### src/rtl/hib_wake_pkg.sv
// Shared constants for the hibernate/wake controller.
// Assumes an 8-bit register with six implemented bits.
package hib_wake_pkg;
    localparam int REG_W    = 8;
    localparam int NUM_IN   = 4;
    localparam int SYNC_LEN = 2;

    // register bit positions (software-visible, fixed)
    localparam int B_HIB    = 0;
    localparam int B_TOUCH  = 1;
    localparam int B_PMIC   = 2;
    localparam int B_IRQHI  = 3;
    localparam int B_RSTRQ  = 4;
    localparam int B_IRQLO  = 5;
    localparam int IMPL_BITS = 6;

    // raw input vector positions
    localparam int I_TOUCH = 0;
    localparam int I_PMIC  = 1;
    localparam int I_IRQ   = 2;
    localparam int I_RSTRQ = 3;

    localparam logic [REG_W-1:0] IMPL_MASK = REG_W'((1 << IMPL_BITS) - 1);
endpackage

### src/rtl/hib_sync.sv
// Multi-stage flop synchronizer, one independent chain per bit.
// Assumes each bit is a level signal that stays stable for several clocks.
module hib_sync #(
    parameter int WIDTH  = 4,
    parameter int STAGES = 2
) (
    input  logic             clk,
    input  logic             rst_n,
    input  logic [WIDTH-1:0] d_i,
    output logic [WIDTH-1:0] q_o
);
    for (genvar b = 0; b < WIDTH; b++) begin : g_bit
        logic [STAGES-1:0] chain;
        // shift the raw level through the chain
        always_ff @(posedge clk) begin
            if (!rst_n) chain <= '0;
            else        chain <= {chain[STAGES-2:0], d_i[b]};
        end
        assign q_o[b] = chain[STAGES-1];
    end
endmodule

### src/rtl/hib_wake_eval.sv
// Maps synchronized inputs onto the enable bits and decides whether a wake fires.
// Purely combinational; assumes synchronized inputs.
module hib_wake_eval
    import hib_wake_pkg::*;
(
    input  logic [REG_W-1:0]  reg_i,
    input  logic [NUM_IN-1:0] sync_i,
    output logic              fire_o
);
    logic [IMPL_BITS-1:0] src;

    // build the source vector in register bit order
    always_comb begin
        src          = '0;
        src[B_TOUCH] = sync_i[I_TOUCH];
        src[B_PMIC]  = sync_i[I_PMIC];
        src[B_IRQHI] = sync_i[I_IRQ];
        src[B_RSTRQ] = sync_i[I_RSTRQ];
        src[B_IRQLO] = ~sync_i[I_IRQ];
    end

    // wake only while hibernating and an enabled source is active
    always_comb begin
        fire_o = reg_i[B_HIB] & (|(reg_i[IMPL_BITS-1:1] & src[IMPL_BITS-1:1]));
    end
endmodule

### src/rtl/hib_ctrl_reg.sv
// Set/clear control register and the wake pulse flop.
// Assumes write inputs are synchronous; a wake has the last word on bit 0.
module hib_ctrl_reg
    import hib_wake_pkg::*;
(
    input  logic             clk,
    input  logic             rst_n,
    input  logic             wr_en,
    input  logic             wr_clr,
    input  logic [REG_W-1:0] wr_data,
    input  logic             fire_i,
    output logic [REG_W-1:0] reg_o,
    output logic             wake_o
);
    logic [REG_W-1:0] reg_q, reg_d, mask;

    // next value: write first, then a wake clears the request bit
    always_comb begin
        mask  = wr_data & IMPL_MASK;
        reg_d = reg_q;
        if (wr_en) reg_d = wr_clr ? (reg_q & ~mask) : (reg_q | mask);
        if (fire_i) reg_d[B_HIB] = 1'b0;
    end

    // register and pulse state
    always_ff @(posedge clk) begin
        if (!rst_n) begin
            reg_q  <= '0;
            wake_o <= 1'b0;
        end else begin
            reg_q  <= reg_d;
            wake_o <= fire_i;
        end
    end

    assign reg_o = reg_q;
endmodule

### src/rtl/hib_wake_ctrl.sv
// Top level of the hibernate/wake controller.
// Assumes a single clock; wake inputs may be asynchronous to it.
module hib_wake_ctrl
    import hib_wake_pkg::*;
(
    input  logic             clk,
    input  logic             rst_n,
    input  logic             wr_en,
    input  logic             wr_clr,
    input  logic [REG_W-1:0] wr_data,
    input  logic             touch_i,
    input  logic             pmic_wake_i,
    input  logic             irq_i,
    input  logic             rst_req_i,
    output logic [REG_W-1:0] reg_o,
    output logic             hibernate_o,
    output logic             wake_o
);
    logic [NUM_IN-1:0] raw, synced;
    logic              fire;

    // gather raw inputs in package order
    always_comb begin
        raw          = '0;
        raw[I_TOUCH] = touch_i;
        raw[I_PMIC]  = pmic_wake_i;
        raw[I_IRQ]   = irq_i;
        raw[I_RSTRQ] = rst_req_i;
    end

    hib_sync #(.WIDTH(NUM_IN), .STAGES(SYNC_LEN)) u_sync (
        .clk(clk), .rst_n(rst_n), .d_i(raw), .q_o(synced)
    );

    hib_wake_eval u_eval (
        .reg_i(reg_o), .sync_i(synced), .fire_o(fire)
    );

    hib_ctrl_reg u_reg (
        .clk(clk), .rst_n(rst_n), .wr_en(wr_en), .wr_clr(wr_clr),
        .wr_data(wr_data), .fire_i(fire), .reg_o(reg_o), .wake_o(wake_o)
    );

    assign hibernate_o = reg_o[B_HIB];
endmodule

### config.mk
export PLATFORM = sky130hd
export DESIGN_NAME = hib_wake_ctrl
export DESIGN_NICKNAME = d
export VERILOG_FILES = /design/src/rtl/hib_wake_pkg.sv /design/src/rtl/hib_sync.sv /design/src/rtl/hib_wake_eval.sv /design/src/rtl/hib_ctrl_reg.sv /design/src/rtl/hib_wake_ctrl.sv
export SDC_FILE = /design/constraint.sdc
export NUM_CORES = 1
export LEC_CHECK = 0
export ABC_AREA = 1
export CAP_MARGIN = 20
export CELL_PAD_IN_SITES_DETAIL_PLACEMENT = 1
export CELL_PAD_IN_SITES_GLOBAL_PLACEMENT = 1
export CORE_AREA = 2 2 50 52
export DETAILED_ROUTE_END_ITERATION = 12
export DIE_AREA = 0 0 52 54
export PLACE_DENSITY_LB_ADDON = 0.1
export SLEW_MARGIN = 20
export SYNTH_ARGS = -nofsm -noshare
export SYNTH_HDL_FRONTEND = slang
export SYNTH_SLANG_ARGS = --single-unit
### constraint.sdc
create_clock -name clk -period 0.9 [get_ports clk]
set_input_delay 0.18 -clock clk [delete_from_list [all_inputs] [get_ports clk]]
set_output_delay 0.18 -clock clk [all_outputs]
set_load 0.1 [all_outputs]
* Yosys cells after proc, flatten, opt, wreduce, memory -nomap -nowiden *
Cells that the tools add are included.

storage, ports and cells
  output and inout bits = 10
  register bits after elaboration = 17
  word-level logic and storage cells = 17
  input bits = 16

operators by class
  bitwise gates (word level) = 7
  muxes and demuxes = 1
  reduce and logical (&&, ||, !) cells = 2

operator list
  kind                count
  bitwise AND 8 bit   1
  two-way mux 8 bit   1
  NOT 6 -> 8 bit      1
  OR 8 x 6 -> 8 bit   1
  bitwise AND 5 bit   1
  OR reduction 5 bit  1
  NOT 1 bit           2
  OR reduction 2 bit  1
  bitwise AND 1 bit   1

* Depth between registers and ports, before layout *
Gate-level depths: netlist (run 1).

  depth in word-level cells = 5
  mapped depth = 6
  mapped depth without buffers = 6

* Cells and area by module *
A second synthesis (run 1) with hierarchy kept.

second synthesis, totals
  cell total of the unflattened synthesis = 80
  area, all modules = 605.6 µm²

by module, submodules not included
  module         cells each  seq. area each (µm²)  area an instance (µm²)  times used
  hib_ctrl_reg   39          140.1                 295.3                   1
  hib_sync       29          160.2                 255.2                   1
  hib_wake_eval  11          0.0                   47.5                    1
  hib_wake_ctrl  1           0.0                   7.5                     1

* Least setup slack after synthesis (run 1) *
No wires, ideal clock.

  kind = register -> output
  start point = reg with a tool-made name
  end point = out reg_o[0]
  setup slack = -653 ps
  stages on the path, launching flop included = 2
  arrival = 1373 ps
  buffers on the path = 1
  cells stage by stage = dfxtp_1 > buf_4

RTL lines
  what              line                 source
  end: declaration  hib_wake_ctrl.sv:15  output logic [REG_W-1:0] reg_o,

==> out/metrics.cfg, run 1 <==
[setup_path]
required_ps = 720
crit_type = flop to output pin
cpMaxStageDelayCell = dfxtp_4
crit_buf_inv = 1
critPathCaptureType = output pin
cpPeakStageDelay_ps = 390
cp_cell_sequence = buf_12
worstPathMaxFanout = 3
r2r_slack_ps = 0
critical_path.top_delay_family = flip-flops
ff2ff_path_depth = 6
start_kind = flop
worstPathArrival_ps = 840

[cells_and_area]
layout.nets = 121
area_growth_pct = 78.6
layout_commonest_cell = nand2_1
fin_cells = 134
antenna_cells = 0
drive_above_1_share_pct = 38.5
nFillCells = 282
layout_common_cells = nand2_1, clkdlybuf4s50_1, inv_1
final_util_pct = 45.4

[placement]
dp.cells = 125
dp_hpwl_microns = 1030
globalplace.congestion = 0.587
portBuffers = 21

[sta]
period_needed_ps = 1020
timing.final.ws_setup_ps = -117
finalSetupViolations = 8
period_share_pct = 113
finalHoldViolations = 0
slew_violations = 0
skew_ps = 3.17
fmax_ghz = 0.983
rsz0062_at_grt = true
setup_tns_ps = -796

[pwr]
clockPowerShare_pct = 23.5
power.switching_mw = 0.532
p_int_mw = 1.07
ir_drop_mv = 0.733
power_frac_comb_pct = 31.1
total_power_mw = 1.60
seqPwrFrac_pct = 45.4
power_density_nw_per_um2 = 1520
p_leak_nw = 0.517
p_sw_share_pct = 33.2

[run]
maxCapViolCount = 0

[yosys]
synth_area_leaders = dfxtp_1, nand2_1, inv_1
netlist_instances = 75
synth_xor_xnor_area_share_pct = 0
synth_top_cell_by_area = dfxtp_1
synthSimpleGateAreaFrac_pct = 22.7
avgSynthCellArea_sq_um = 7.86
synth_cell_types = 16
yosysWarnings = 0
async_flop_share_pct = 0
synthFlopType = dfxtp_1
netlist.area_leader.share_pct = 51.0
synth_compound_area_share_pct = 11.0
synth.area.mux_share_pct = 0
synth_top_family_by_area = simple AND/OR/NAND/NOR gates
syn_area_sq_um = 589
synth_fa_ha_area_share_pct = 0
synth-edff-count = 0
ys_seq_elements = 15
ys_seq_area_share_pct = 51.0

[global_routing]
track_usage_pct = 11.8
antenna_found_initial = 0
grt_pass1_vias = 609
grt_remaining_overflow = 0
grt_max_degree = 11
grt_first_pass_wirelength_microns = 2380

[floorplan]
io_pins = 26
start_util_pct = 25.4
die_area_sq_um = 2810
rows = 18
die_y_microns = 54
die_x_microns = 52
core_region_area_sq_um = 2320

[clock_network]
clkTransAtPathRegs_ps = 90
cts.sinks = 15
cts_root_buf = clkbuf_4
cts_htree_levels = 1
hold_buffers = 0
cts_tree = yes
cts_made_buffers = 3
clockBufferDepth = 2
clock_latency_ps = 270

[min_path]
hold_path_class = input pin to flop
worstHoldPathCells = 5
hp-start = wr_en

[outcome]
status = finished with violations
violations = setup timing

[drt]
vias = 552
drt_iter0_markers = 5
wl_per_cell_microns = 10.5
wl_microns = 1410
antenna_left = 0
drt-pass1-iter-count = 2
viasPerCell = 4.12
drc_errors = 0

what timing repair did:
action | CTS | global route
pin swaps | 1 | 2
setup buffers | 4 | 0
resized for setup | 1 | 14
gates cloned | 0 | 1
setup endpoints to repair | 8 | 15
synth_stat cells, types with 2 or more instances:
library cell / instances
nand2_1: 20
a21oi_1: 5
buf_4: 4
o21ai_1: 3
o21ai_2: 2
nor2_2: 3
dfxtp_1: 15
nor2_1: 5
inv_1: 11
through the flow:
stage | hold WS [ps] | instance area (sq um) | setup slack [ps]
floorplan | 278 | 622 | -147
global placement | 392 | 931 | -263
detailed placement | 403 | 931 | -278
CTS | 417 | 990 | -130
global route | 398 | 1050 | -160
finish | 344 | 1050 | -117
layout make-up:
| class | instances | area (sq um) | area share, % |
|---|---|---|---|
| Multi-Input combinational cell | 44 | 249 | 23.7 |
| Timing Repair Buffer | 29 | 369 | 35.1 |
| Tap cell | 30 | 37.5 | 3.57 |
| Clock buffer | 4 | 26.3 | 2.50 |
| Inverter | 12 | 45.0 | 4.28 |
| Sequential cell | 15 | 325 | 30.9 |
cell families after synthesis:
group,after synthesis
and+or+nand+nor,31
buffers and inverters,17
other,1
DFF,15
AOI/OAI and AO/OA,11
metal layers:
metal / GRT usage, % / part of all wire [%]
met5: 0 / 0
met4: 7.89 / 0.92
met3: 3.06 / 6.3
met2: 22.2 / 52
met1: 11.4 / 41
worst max-delay path by stage:
stage | to | slack (ps) | depth (start not counted)
finish | reg_o[0] | -120 | 1
global route | reg_o[0] | -160 | 1
CTS | reg_o[0] | -130 | 1
detailed placement | flop | -280 | 5
global placement | flop | -260 | 5
floorplan | reg_o[0] | -150 | 1
power groups by stage:
| stage | sequential [mW] | clock (mW) | combinational (mW) |
|---|---|---|---|
| 6_report | 0.727 | 0.376 | 0.498 |
| 5_1_grt | 0.733 | 0.433 | 0.527 |
| 4_1_cts | 0.724 | 0.393 | 0.478 |
| 3_5_place_dp | 0.744 | 0 | 0.453 |
| 3_3_place_gp | 0.743 | 0 | 0.447 |
| 2_1_floorplan | 0.864 | 0 | 0.156 |
No activity file was read; power rests on OpenSTA's default activity.
==> run 2: changes to the inputs <==
--- a/config.mk
+++ b/config.mk
@@ -9,9 +9,9 @@
 export CAP_MARGIN = 20
 export CELL_PAD_IN_SITES_DETAIL_PLACEMENT = 1
 export CELL_PAD_IN_SITES_GLOBAL_PLACEMENT = 1
-export CORE_AREA = 2 2 50 52
+export CORE_AREA = 2 2 49 51
 export DETAILED_ROUTE_END_ITERATION = 12
-export DIE_AREA = 0 0 52 54
+export DIE_AREA = 0 0 51 53
 export PLACE_DENSITY_LB_ADDON = 0.1
 export SLEW_MARGIN = 20
 export SYNTH_ARGS = -nofsm -noshare
==> constraint.sdc (replaced) <==
create_clock -name clk -period 1.3 [get_ports clk]
set_input_delay 0.26 -clock clk [delete_from_list [all_inputs] [get_ports clk]]
set_output_delay 0.26 -clock clk [all_outputs]
set_load 0.1 [all_outputs]
==> out/metrics.cfg, run 2 (synthesis results as in run 1) <==
[setup_path]
crit_buf_inv = 1
r2r_slack_ps = 510
critPathCaptureType = output pin
worst-path-stages = 1
ff2ff_path_depth = 5
worstPathArrival_ps = 860
required_ps = 1040
start_kind = flop
cp_cell_sequence = buf_12
cpMaxStageDelayCell = dfxtp_2
crit_type = flop to output pin
cpPeakStageDelay_ps = 390
critical_path.top_delay_family = flip-flops
worstPathMaxFanout = 3

[clock_network]
clockBufferDepth = 2
cts_tree = yes
cts_root_buf = clkbuf_4
cts_made_buffers = 3
clkTransAtPathRegs_ps = 80
cts_resized = 0
clock_latency_ps = 280
hold_buffers = 0
cts_htree_levels = 1
cts.sinks = 15
cts_setup_buffers = 0

[drt]
antenna_left = 0
wl_per_cell_microns = 9.50
viasPerCell = 4.16
drt_iter0_markers = 0
vias = 532
drt-pass1-iter-count = 1
wl_microns = 1220
drc_errors = 0

[global_routing]
antenna_found_initial = 0
grt_first_pass_wirelength_microns = 2040
grt_remaining_overflow = 0
track_usage_pct = 10.6
grt_pass1_vias = 501
grt_max_degree = 11

[placement]
portBuffers = 21
dp_hpwl_microns = 998
globalplace.congestion = 0.713
dp.cells = 124

[cells_and_area]
multi_input_area_sq_um = 206
nFillCells = 275
layout.nets = 117
layout_commonest_cell = nand2_1
layout_common_cells = nand2_1, clkdlybuf4s50_1, inv_1
drive_above_1_share_pct = 29.0
fin_cells = 128
antenna_cells = 0
area_growth_pct = 59.7
final-seq-area_sq_um = 308

[run]
maxCapViolCount = 0

[pwr]
ir_drop_mv = 0.617
power_frac_comb_pct = 28.8
power.switching_mw = 0.356
seqPwrFrac_pct = 46.9
p_int_mw = 0.727
p_sw_share_pct = 32.9
p_leak_nw = 0.449
power_density_nw_per_um2 = 1150
clockPowerShare_pct = 24.3

[floorplan]
core_region_area_sq_um = 2150
start_util_pct = 27.4
io_pins = 26
die_area_sq_um = 2700
die_y_microns = 53
rows = 17
die_x_microns = 51

[sta]
period_share_pct = 86.0
setup_tns_ps = 0
slew_violations = 0
period_needed_ps = 1120
skew_ps = 3.23
fmax_ghz = 0.894
finalSetupViolations = 0
rsz0062_at_grt = false
finalHoldViolations = 0

[outcome]
status = completed

[min_path]
hp-start = u_sync.g_bit[2].chain[0]
worstHoldPathCells = 2
holdPathEnd = u_sync.g_bit[2].chain[1]
hold_path_class = flop to flop

==> run 2: cell types whose count changed in the layout (fill, tap and decap cells not counted), moves of 2 or more <==
cell / change
dfxtp_2: +4
dfxtp_1: +2
nand2_1: +4
nand2_4: -3
dfxtp_4: -6
buf_6: -5
buf_4: +2
==> run 2: metal layers <==
metal / wire length, microns / global-route usage (%) / vias up / share of wire, %
met3: 92 / 3.67 / 5 / 7.6
li1: - / - / 271 / -
met5: 0 / 0 / - / 0
met1: 523 / 11.6 / 238 / 43
met4: 36 / 8.11 / 0 / 3.0
met2: 565 / 16.9 / 18 / 46
==> run 2: layout make-up <==
| type | count | area share [%] |
|---|---|---|
| Multi-Input combinational cell | 44 | 21.9 |
| Timing Repair Buffer | 25 | 34.0 |
| Clock buffer | 4 | 2.79 |
| Tap cell | 28 | 3.72 |
| Inverter | 12 | 4.79 |
| Sequential cell | 15 | 32.7 |
==> run 2: per-stage QoR <==
stage | setup slack (ps) | power (mW) | hold slack, ps | instance area (sq um) | utilization, %
floorplan | 8.23 | 0.710 | 358 | 601 | -
global placement | 25.0 | 0.828 | 394 | 915 | 42.6
detailed placement | 5.51 | 0.834 | 406 | 915 | 42.6
CTS | 160 | 1.10 | 427 | 941 | 43.8
global route | 138 | 1.15 | 442 | 941 | 43.8
finish | 182 | 1.08 | 422 | 941 | 43.8
==> run 2: worst max-delay path by stage <==
stage,from,endpoint,slack [ps]
2_1_floorplan,flop,reg_o[0],8
3_3_place_gp,wr_en,flop,30
3_5_place_dp,wr_en,flop,6
4_1_cts,flop,reg_o[0],160
5_1_grt,flop,hibernate_o,140
6_report,flop,reg_o[0],180
==> run 2: power groups by stage <==
stage | Sequential [mW] | Combinational, mW | Clock, mW
5_1_grt | 0.511 | 0.329 | 0.305
4_1_cts | 0.509 | 0.315 | 0.280
3_3_place_gp | 0.519 | 0.310 | 0
3_5_place_dp | 0.520 | 0.314 | 0
6_report | 0.508 | 0.312 | 0.263
2_1_floorplan | 0.602 | 0.108 | 0
==> run 3: changes to the inputs <==
--- a/config.mk
+++ b/config.mk
@@ -12,7 +12,9 @@
 export CORE_AREA = 2 2 49 51
 export DETAILED_ROUTE_END_ITERATION = 12
 export DIE_AREA = 0 0 51 53
+export GPL_TIMING_DRIVEN = 0
 export PLACE_DENSITY_LB_ADDON = 0.1
+export SETUP_SLACK_MARGIN = 0.1
 export SLEW_MARGIN = 20
 export SYNTH_ARGS = -nofsm -noshare
 export SYNTH_HDL_FRONTEND = slang
==> out/metrics.cfg, run 3 (synthesis results as in run 1) <==
[global_routing]
track_usage_pct = 10.3
grt_remaining_overflow = 0
grt_max_degree = 11
antenna_found_initial = 0
grt_first_pass_wirelength_microns = 1960
grt_pass1_vias = 469

[drt]
wl_per_cell_microns = 9.01
antenna_left = 0
drt-met1-wl_microns = 499
met2_length_microns = 562
wl_microns = 1160
drt_iter0_markers = 2
routed.top_layer = met4
met3WireLength_microns = 85
viasPerCell = 4.12
drc_errors = 0
vias = 531
drt-pass1-iter-count = 2

[clock_network]
cts_made_buffers = 3
cts_tree = yes
cts_htree_levels = 1
clockBufferDepth = 2
clock_latency_ps = 270
cts_root_buf = clkbuf_4
clkTransAtPathRegs_ps = 80
cts.sinks = 15
hold_buffers = 0

[setup_path]
critPathCaptureType = output pin
worstPathMaxFanout = 3
worstPathArrival_ps = 910
cpPeakStageDelay_ps = 340
cpMaxStageDelayCell = dfxtp_2
cp_cell_sequence = buf_4, buf_8
required_ps = 1040
crit_type = flop to output pin
start_kind = flop

[floorplan]
die_area_sq_um = 2700
core_region_area_sq_um = 2150
start_util_pct = 27.4
die_x_microns = 51
die_y_microns = 53
io_pins = 26
rows = 17

[pwr]
p_leak_nw = 0.438
ir_drop_mv = 0.699
power_density_nw_per_um2 = 1180

[cells_and_area]
fin_cells = 129
layout_commonest_cell = nand2_1
nFillCells = 277
area_growth_pct = 49.0
drive_above_1_share_pct = 29.7
layout_common_cells = nand2_1, clkdlybuf4s50_1, inv_1
layout.nets = 118
post-route-cell-area_sq_um = 878
antenna_cells = 0

[run]
maxCapViolCount = 0

[sta]
hold_ws_ps = 418
skew_ps = 0.547
period_share_pct = 89.7
period_needed_ps = 1170
finalHoldViolations = 0
rsz0062_at_grt = true
setup_tns_ps = 0
finalSetupViolations = 0
slew_violations = 0
fmax_ghz = 0.857

[min_path]
hold_path_class = flop to flop
hp-start = u_sync.g_bit[0].chain[0]

[placement]
dp.cells = 125
globalplace.congestion = 0.671
dp_hpwl_microns = 920
portBuffers = 21
placed_area_sq_um = 846

[outcome]
status = completed

==> run 3: cell types whose count changed in the layout (fill, tap and decap cells not counted), sizes merged <==
cell  previous run  this run
buf             12        13
==> run 3: per-stage QoR <==
step	power, mW	utilization [%]	setup WS [ps]
floorplan	0.710	-	8.23
global placement	0.792	39.4	-480
detailed placement	0.796	39.4	-491
CTS	1.05	39.8	38.7
global route	1.10	40.9	90.2
finish	1.04	40.9	134
==> run 3: worst max-delay path, delay by kind of cell (launching register included) <==
family	cells	cell delay [ps]
buffers and inverters	2	290
DFF	1	340
==> run 3: area by class of cell <==
| cell class | instances | area, sq um | area share, % |
|---|---|---|---|
| Sequential cell | 15 | 308 | 35.0 |
| Timing Repair Buffer | 21 | 216 | 24.6 |
| Multi-Input combinational cell | 44 | 206 | 23.5 |
| Inverter | 12 | 45.0 | 5.13 |
| Buffer | 5 | 41.3 | 4.70 |
| Tap cell | 28 | 35.0 | 3.99 |
| Clock buffer | 4 | 26.3 | 2.99 |
==> run 3: final timing paths <==
path / end / slack [ps] / depth (start not counted)
setup / recovery: reg_o[0] / 130 / 2
hold / removal: u_sync.g_bit[0].chain[1] / 420 / 2
setup reg to reg: flop / 540 / 5
hold reg to reg: u_sync.g_bit[0].chain[1] / 420 / 2
==> run 3: what timing repair did <==
action,CTS,global route
gates resized for setup,49,6
endpoints found under the setup margin,8,5
hold endpoints to repair,0,0
setup buffers,0,0
==> run 3: power by group <==
group / internal, mW / switching (mW)
sequential: 0.486 / 0.0147
combinational: 0.0968 / 0.192
clock: 0.119 / 0.131
total: 0.702 / 0.337
==> run 3: layer usage <==
| metal | GRT usage [%] | vias to the layer above |
|---|---|---|
| met5 | 0 | - |
| met4 | 5.41 | 0 |
| met3 | 5.37 | 2 |
| met2 | 16.2 | 15 |
| met1 | 11.2 | 240 |
| li1 | - | 274 |
